### config.mk
export PLATFORM = sky130hd
export DESIGN_NAME = cmo_range_walker
export DESIGN_NICKNAME = d
export VERILOG_FILES = /design/src/rtl/cmo_pkg.sv /design/src/rtl/cmo_regfile.sv /design/src/rtl/cmo_line_walker.sv /design/src/rtl/cmo_range_walker.sv
export SDC_FILE = /design/constraint.sdc
export NUM_CORES = 1
export LEC_CHECK = 0
export ABC_AREA = 1
export CAP_MARGIN = 40
export CORE_ASPECT_RATIO = 0.6
export CORE_MARGIN = 3
export CORE_UTILIZATION = 55
export DETAILED_ROUTE_END_ITERATION = 12
export DONT_BUFFER_PORTS = 1
export HOLD_SLACK_MARGIN = 0.08
export PLACE_DENSITY = 0.75
export SLEW_MARGIN = 10
export SYNTH_ARGS = -nofsm -noshare
export SYNTH_HDL_FRONTEND = slang
export SYNTH_SLANG_ARGS = --single-unit
### constraint.sdc
create_clock -name clk -period 4.3 [get_ports clk]
set_clock_uncertainty 0.15 [all_clocks]
set_input_delay 0.215 -clock clk [delete_from_list [all_inputs] [get_ports clk]]
set_output_delay 0.215 -clock clk [all_outputs]
set_load 0.005 [all_outputs]
### src/rtl/cmo_pkg.sv
package cmo_pkg;

    typedef enum logic [1:0] {
        WALK_IDLE,
        WALK_PROBE,
        WALK_SEND,
        WALK_DONE
    } walk_state_t;

    localparam int          REG_AW        = 16;
    localparam logic [1:0]  OP_CLEAN_INV  = 2'd1;

    localparam logic [REG_AW-1:0] OFS_CTRL     = 16'h5004;
    localparam logic [REG_AW-1:0] OFS_START_LO = 16'h5008;
    localparam logic [REG_AW-1:0] OFS_START_HI = 16'h500C;
    localparam logic [REG_AW-1:0] OFS_LEN_LO   = 16'h5010;
    localparam logic [REG_AW-1:0] OFS_LEN_HI   = 16'h5014;

endpackage

### src/rtl/cmo_regfile.sv
module cmo_regfile
    import cmo_pkg::*;
#(
    parameter int REG_W  = 32,
    localparam int ADDR_W = 2 * REG_W
) (
    input  logic              clk,
    input  logic              rst_n,
    input  logic              reg_wr,
    input  logic [REG_AW-1:0] reg_addr,
    input  logic [REG_W-1:0]  reg_wdata,
    output logic [REG_W-1:0]  reg_rdata,
    input  logic              finish,
    output logic              launch,
    output logic [1:0]        go_type,
    output logic              go_range,
    output logic              busy,
    output logic              done,
    output logic [ADDR_W-1:0] start_addr,
    output logic [ADDR_W-1:0] last_ofs
);

    logic       rng_q;
    logic [1:0] typ_q;
    logic       wr_ok;

    // writes are only accepted while no operation is running
    assign wr_ok    = reg_wr && !busy;
    assign launch   = wr_ok && (reg_addr == OFS_CTRL) && reg_wdata[0];
    assign go_type  = reg_wdata[3:2];
    assign go_range = reg_wdata[1];

    always_ff @(posedge clk or negedge rst_n) begin
        if (!rst_n) begin
            busy       <= 1'b0;
            done       <= 1'b0;
            rng_q      <= 1'b0;
            typ_q      <= 2'd0;
            start_addr <= '0;
            last_ofs   <= '0;
        end else begin
            done <= finish;
            if (finish) begin
                busy <= 1'b0;
            end
            if (wr_ok) begin
                unique case (reg_addr)
                    OFS_CTRL: begin
                        busy  <= reg_wdata[0];
                        rng_q <= reg_wdata[1];
                        typ_q <= reg_wdata[3:2];
                    end
                    OFS_START_LO: start_addr[REG_W-1:0]      <= reg_wdata;
                    OFS_START_HI: start_addr[ADDR_W-1:REG_W] <= reg_wdata;
                    OFS_LEN_LO:   last_ofs[REG_W-1:0]        <= reg_wdata;
                    OFS_LEN_HI:   last_ofs[ADDR_W-1:REG_W]   <= reg_wdata;
                    default: ;
                endcase
            end
        end
    end

    always_comb begin
        unique case (reg_addr)
            OFS_CTRL:     reg_rdata = {{(REG_W-4){1'b0}}, typ_q, rng_q, busy};
            OFS_START_LO: reg_rdata = start_addr[REG_W-1:0];
            OFS_START_HI: reg_rdata = start_addr[ADDR_W-1:REG_W];
            OFS_LEN_LO:   reg_rdata = last_ofs[REG_W-1:0];
            OFS_LEN_HI:   reg_rdata = last_ofs[ADDR_W-1:REG_W];
            default:      reg_rdata = '0;
        endcase
    end

endmodule

### src/rtl/cmo_line_walker.sv
module cmo_line_walker
    import cmo_pkg::*;
#(
    parameter int ADDR_W     = 64,
    parameter int LINE_BYTES = 128,
    localparam int OFF_W     = $clog2(LINE_BYTES)
) (
    input  logic              clk,
    input  logic              rst_n,
    input  logic              launch,
    input  logic [1:0]        go_type,
    input  logic              go_range,
    input  logic [ADDR_W-1:0] start_addr,
    input  logic [ADDR_W-1:0] last_ofs,
    input  logic              lookup_hit,
    input  logic              mreq_ready,
    output logic [ADDR_W-1:0] line_addr,
    output logic              mreq_valid,
    output logic              finish
);

    localparam logic [ADDR_W-1:0] STEP = ADDR_W'(LINE_BYTES);

    walk_state_t       state_q, state_d;
    logic [ADDR_W-1:0] cur_q, last_q;
    logic              at_last;
    logic              advance;

    function automatic logic [ADDR_W-1:0] line_of(input logic [ADDR_W-1:0] a);
        return {a[ADDR_W-1:OFF_W], {OFF_W{1'b0}}};
    endfunction

    assign at_last = (cur_q == last_q);
    assign advance = ((state_q == WALK_PROBE) && !lookup_hit && !at_last) ||
                     ((state_q == WALK_SEND) && mreq_ready && !at_last);

    // next-state logic
    always_comb begin
        state_d = state_q;
        unique case (state_q)
            WALK_IDLE: begin
                if (launch) begin
                    state_d = (go_type == OP_CLEAN_INV) ? WALK_PROBE : WALK_DONE;
                end
            end
            WALK_PROBE: begin
                if (lookup_hit)   state_d = WALK_SEND;
                else if (at_last) state_d = WALK_DONE;
            end
            WALK_SEND: begin
                if (mreq_ready) state_d = at_last ? WALK_DONE : WALK_PROBE;
            end
            WALK_DONE: state_d = WALK_IDLE;
            default:   state_d = WALK_IDLE;
        endcase
    end

    // state register and line cursor
    always_ff @(posedge clk or negedge rst_n) begin
        if (!rst_n) begin
            state_q <= WALK_IDLE;
            cur_q   <= '0;
            last_q  <= '0;
        end else begin
            state_q <= state_d;
            if ((state_q == WALK_IDLE) && launch) begin
                cur_q  <= line_of(start_addr);
                last_q <= go_range ? line_of(start_addr + last_ofs)
                                   : line_of(start_addr);
            end else if (advance) begin
                cur_q <= cur_q + STEP;
            end
        end
    end

    // outputs
    always_comb begin
        line_addr  = cur_q;
        mreq_valid = 1'b0;
        finish     = 1'b0;
        unique case (state_q)
            WALK_SEND: mreq_valid = 1'b1;
            WALK_DONE: finish     = 1'b1;
            default: ;
        endcase
    end

endmodule

### src/rtl/cmo_range_walker.sv
module cmo_range_walker
    import cmo_pkg::*;
#(
    parameter int REG_W      = 32,
    parameter int LINE_BYTES = 128,
    localparam int ADDR_W    = 2 * REG_W
) (
    input  logic              clk,
    input  logic              rst_n,
    input  logic              reg_wr,
    input  logic [REG_AW-1:0] reg_addr,
    input  logic [REG_W-1:0]  reg_wdata,
    output logic [REG_W-1:0]  reg_rdata,
    output logic [ADDR_W-1:0] lookup_addr,
    input  logic              lookup_hit,
    output logic              mreq_valid,
    input  logic              mreq_ready,
    output logic [ADDR_W-1:0] mreq_addr,
    output logic              done_pulse
);

    logic              launch, go_range, busy, finish;
    logic [1:0]        go_type;
    logic [ADDR_W-1:0] start_addr, last_ofs, line_addr;

    cmo_regfile #(.REG_W(REG_W)) regs_i (
        .clk        (clk),
        .rst_n      (rst_n),
        .reg_wr     (reg_wr),
        .reg_addr   (reg_addr),
        .reg_wdata  (reg_wdata),
        .reg_rdata  (reg_rdata),
        .finish     (finish),
        .launch     (launch),
        .go_type    (go_type),
        .go_range   (go_range),
        .busy       (busy),
        .done       (done_pulse),
        .start_addr (start_addr),
        .last_ofs   (last_ofs)
    );

    cmo_line_walker #(.ADDR_W(ADDR_W), .LINE_BYTES(LINE_BYTES)) walk_i (
        .clk        (clk),
        .rst_n      (rst_n),
        .launch     (launch),
        .go_type    (go_type),
        .go_range   (go_range),
        .start_addr (start_addr),
        .last_ofs   (last_ofs),
        .lookup_hit (lookup_hit),
        .mreq_ready (mreq_ready),
        .line_addr  (line_addr),
        .mreq_valid (mreq_valid),
        .finish     (finish)
    );

    assign lookup_addr = line_addr;
    assign mreq_addr   = line_addr;

endmodule

==> results.txt <==
Mapped Cells - 3265
Clk_lat worst skew - 0.56 ns
Area leader, netlist - dfrtp_1
Reg clk slew, reported paths - 0.07 ns
Most frequent cells in the layout - 1287 x nand2_1, 477 x inv_1, 251 x nor2_1
Post-CTS resize count - 0
Core area - 35500 um^2
Placer Congestion - 1.15
CTS Sinks - 249
Die area - 39000 um^2
Routed len/inst - 25.0 um
Die Span X - 253 um
Pin count of the biggest net entering global routing - 250
Drt pass-1 iters - 6
Global route total overflow - 0
CTS tree - done
Sequential power share - 45.2%
Final Cycle Share - 79.5%
Ys Warns - 0
Critical path type - reg2reg
Hold Path Class - in2async
Sequential area share after synthesis - 31.0%
Port bufs - 0
Switching pwr - 1540 uW
Met2 WL - 32900 um
Placed cells - 3603
Max-cap violations - 0
Most common cell after layout, fill and taps aside - nand2_1
Critical path required time - 4.60 ns
Sequential cell area - 6230 um^2
Largest cells by area after synthesis - dfrtp_1 31%, nand2_1 24%, inv_1 8.9%
# DRC - 0
Worst vdd ir - 0.000286 V
CP max FO - 10
Mapped Area - 20100 um^2
Slowest Stage Delay on Critical Path - 0.66 ns
FF+latch count, synth - 249
Std-Cell Rows - 53
Met3 wire length - 16500 um
FMAX - 292 MHz
Hold Buf Count CTS - 40
RSZ-0062 raised after global routing - false
Post-Layout Cell Count - 3690
Max Root-Sink Buffers - 3
Post-synth top flop - dfrtp_1
Status - complete, but fails checks
HPWL Detailed - 71400 um
Setup bufs post-CTS - 0
Total track usage - 46.7%
Logic pwr share - 10.0%
IO Pins - 215
Share of cells above drive strength 1 - 3.29%
Slew Limit Fails - 0
Initial core utilization - 56.6%
Clock power share - 44.9%
Vert. Die Dim - 154 um
Switching part of the total power - 28.2%
P_leak - 0.0113 uW
P_int - 3910 uW
H-tree depth reported by CTS - 1
Layout area overhead - 5.77%
Hold Slack - -0.798 ns
Net count, final - 3319
Initial antenna violation count - 4
Final Hold Vio Count - 249
Failing checks - hold timing
Fill cells - 3384
CP max-delay cell - dfrtp_1
DRT Wirelength - 92100 um
Vias/cell - 6.03
First-pass GRT wire length - 134000 um
Number of global-route vias before repair - 20300
Top cell type's share of synthesized area - 31.0%
Worst EP arrival - 3.72 ns
Fin crit period - 3.42 ns
Antenna-violating nets left - 0
Ys async rst share - 100%
Metal-1 WL - 39600 um
Power Density - 256 nW/um^2
DR top layer - met5
Library cells used by synthesis - 47
Setup Viol. Count Final - 0
Setup TNS - 0 ns
Slew headroom - 35.4%
Worst slew pin tran - 0.962 ns
Worst path most repeated cell - nand2_1
Crit start category - flip-flop
Multi-input logic area - 11100 um^2
Initial DRC count - 3804
Vias - 22200
Post-Syn Area per Cell - 6.16 um^2
Num CTS Buffers - 25
Worst-path cell chain - ha_1, inv_1, nor2_4, nand2_1, nor2_1, nand2_1, xor2_1, nand2_1, o21ai_0, nand2_1, nand2_1
Clock Tree Root - clkbuf_16
Setup crit end kind - flip-flop
Post-synth EDFFs - 0
## power by group through the flow
stage               sequential, uW  clock, uW  combinational (uW)
detailed placement            2500          0                 452
CTS                           2460       2420                 505
global placement              2500          0                 438
floorplan                     2460          0                 411
global route                  2460       2530                 567
finish                        2460       2440                 542
## cell usage after synthesis, types with 20 or more instances
library cell  instances
a21oi_1             113
clkbuf_1             58
o21ai_1              20
nor3_1               45
buf_2                23
nor2_1              251
buf_4                75
ha_1                 63
nand2_1            1288
nand4_1              27
o21ai_0             197
xor2_1               70
inv_1               477
dfrtp_1             249
xnor2_1              31
nand3_1             171
o2111ai_1            28
## sequential cells by signal, indices dropped and copies added (netlist names)
register and count:
regs_i.rng_q 1, regs_i.typ_q 2, walk_i.last_q 57, regs_i.last_ofs 64, walk_i.line_addr 57, regs_i.start_addr 64
regs_i.busy 1, regs_i.done 1, walk_i.state_q 2
## metal layers
metal | vias up | track usage, %
li1 | 9932 | -
met1 | 10400 | 69.5
met2 | 1744 | 58.2
met3 | 209 | 22.7
met4 | 8 | 13.3
met5 | - | 0
## critical path, delay by kind of cell, from the launching register on
| family | cells | cell delay [ns] |
|---|---|---|
| AOI/OAI and AO/OA | 1 | 0.09 |
| xor gates and xnor gates | 1 | 0.20 |
| adders and majority gates | 1 | 0.33 |
| buffers and inverters | 1 | 0.14 |
| DFF | 1 | 0.66 |
| and+or+nand+nor | 7 | 1.72 |
## kinds of logic after synthesis
logic type	count (synthesis)	synth area share, %
other cells	1	0.0186
xor+xnor	101	4.40
buf+inv	659	14.2
fa+ha+maj	63	3.92
flops	249	31.0
compound gates	379	10.2
simple gates	1813	36.2
## through the flow
step / setup WS, ns / instance area (um^2) / power, uW / util, %
5_1_grt: 0.795 / 21300 / 5570 / 59.8
6_report: 0.881 / 21300 / 5450 / 59.8
3_3_place_gp: 0.995 / 19900 / 2940 / 56.1
2_1_floorplan: 2.21 / 20200 / 2880 / -
3_5_place_dp: 1.13 / 20000 / 2950 / 56.2
4_1_cts: 1.10 / 21300 / 5380 / 59.8
## area by class of cell
type | count | area share [%]
diodes | 2 | 0.0235
clock buffers | 32 | 3.30
clock inverters | 13 | 0.853
inverters | 487 | 8.59
multi-input cells | 2370 | 52.1
flip-flops and latches | 249 | 29.3
well taps | 467 | 2.75
repair buffers | 70 | 3.08
## worst paths after layout
path	start	end	slack [ns]	depth (start not counted)
hold reg to reg	regs_i.typ_q[0]	regs_i.typ_q[0]	0.35	2
setup / recovery	walk_i.line_addr[7]	walk_i.line_addr[37]	0.88	11
hold / removal	rst_n	regs_i.last_ofs[13]	-0.80	0
setup reg to reg	walk_i.line_addr[7]	walk_i.line_addr[37]	0.88	11
max in group asynchronous	rst_n	regs_i.start_addr[16]	4.15	0
min in group clk	reg_addr[3]	walk_i.last_q[17]	0.18	7
Note: power is estimated with default switching activity, not from simulation.
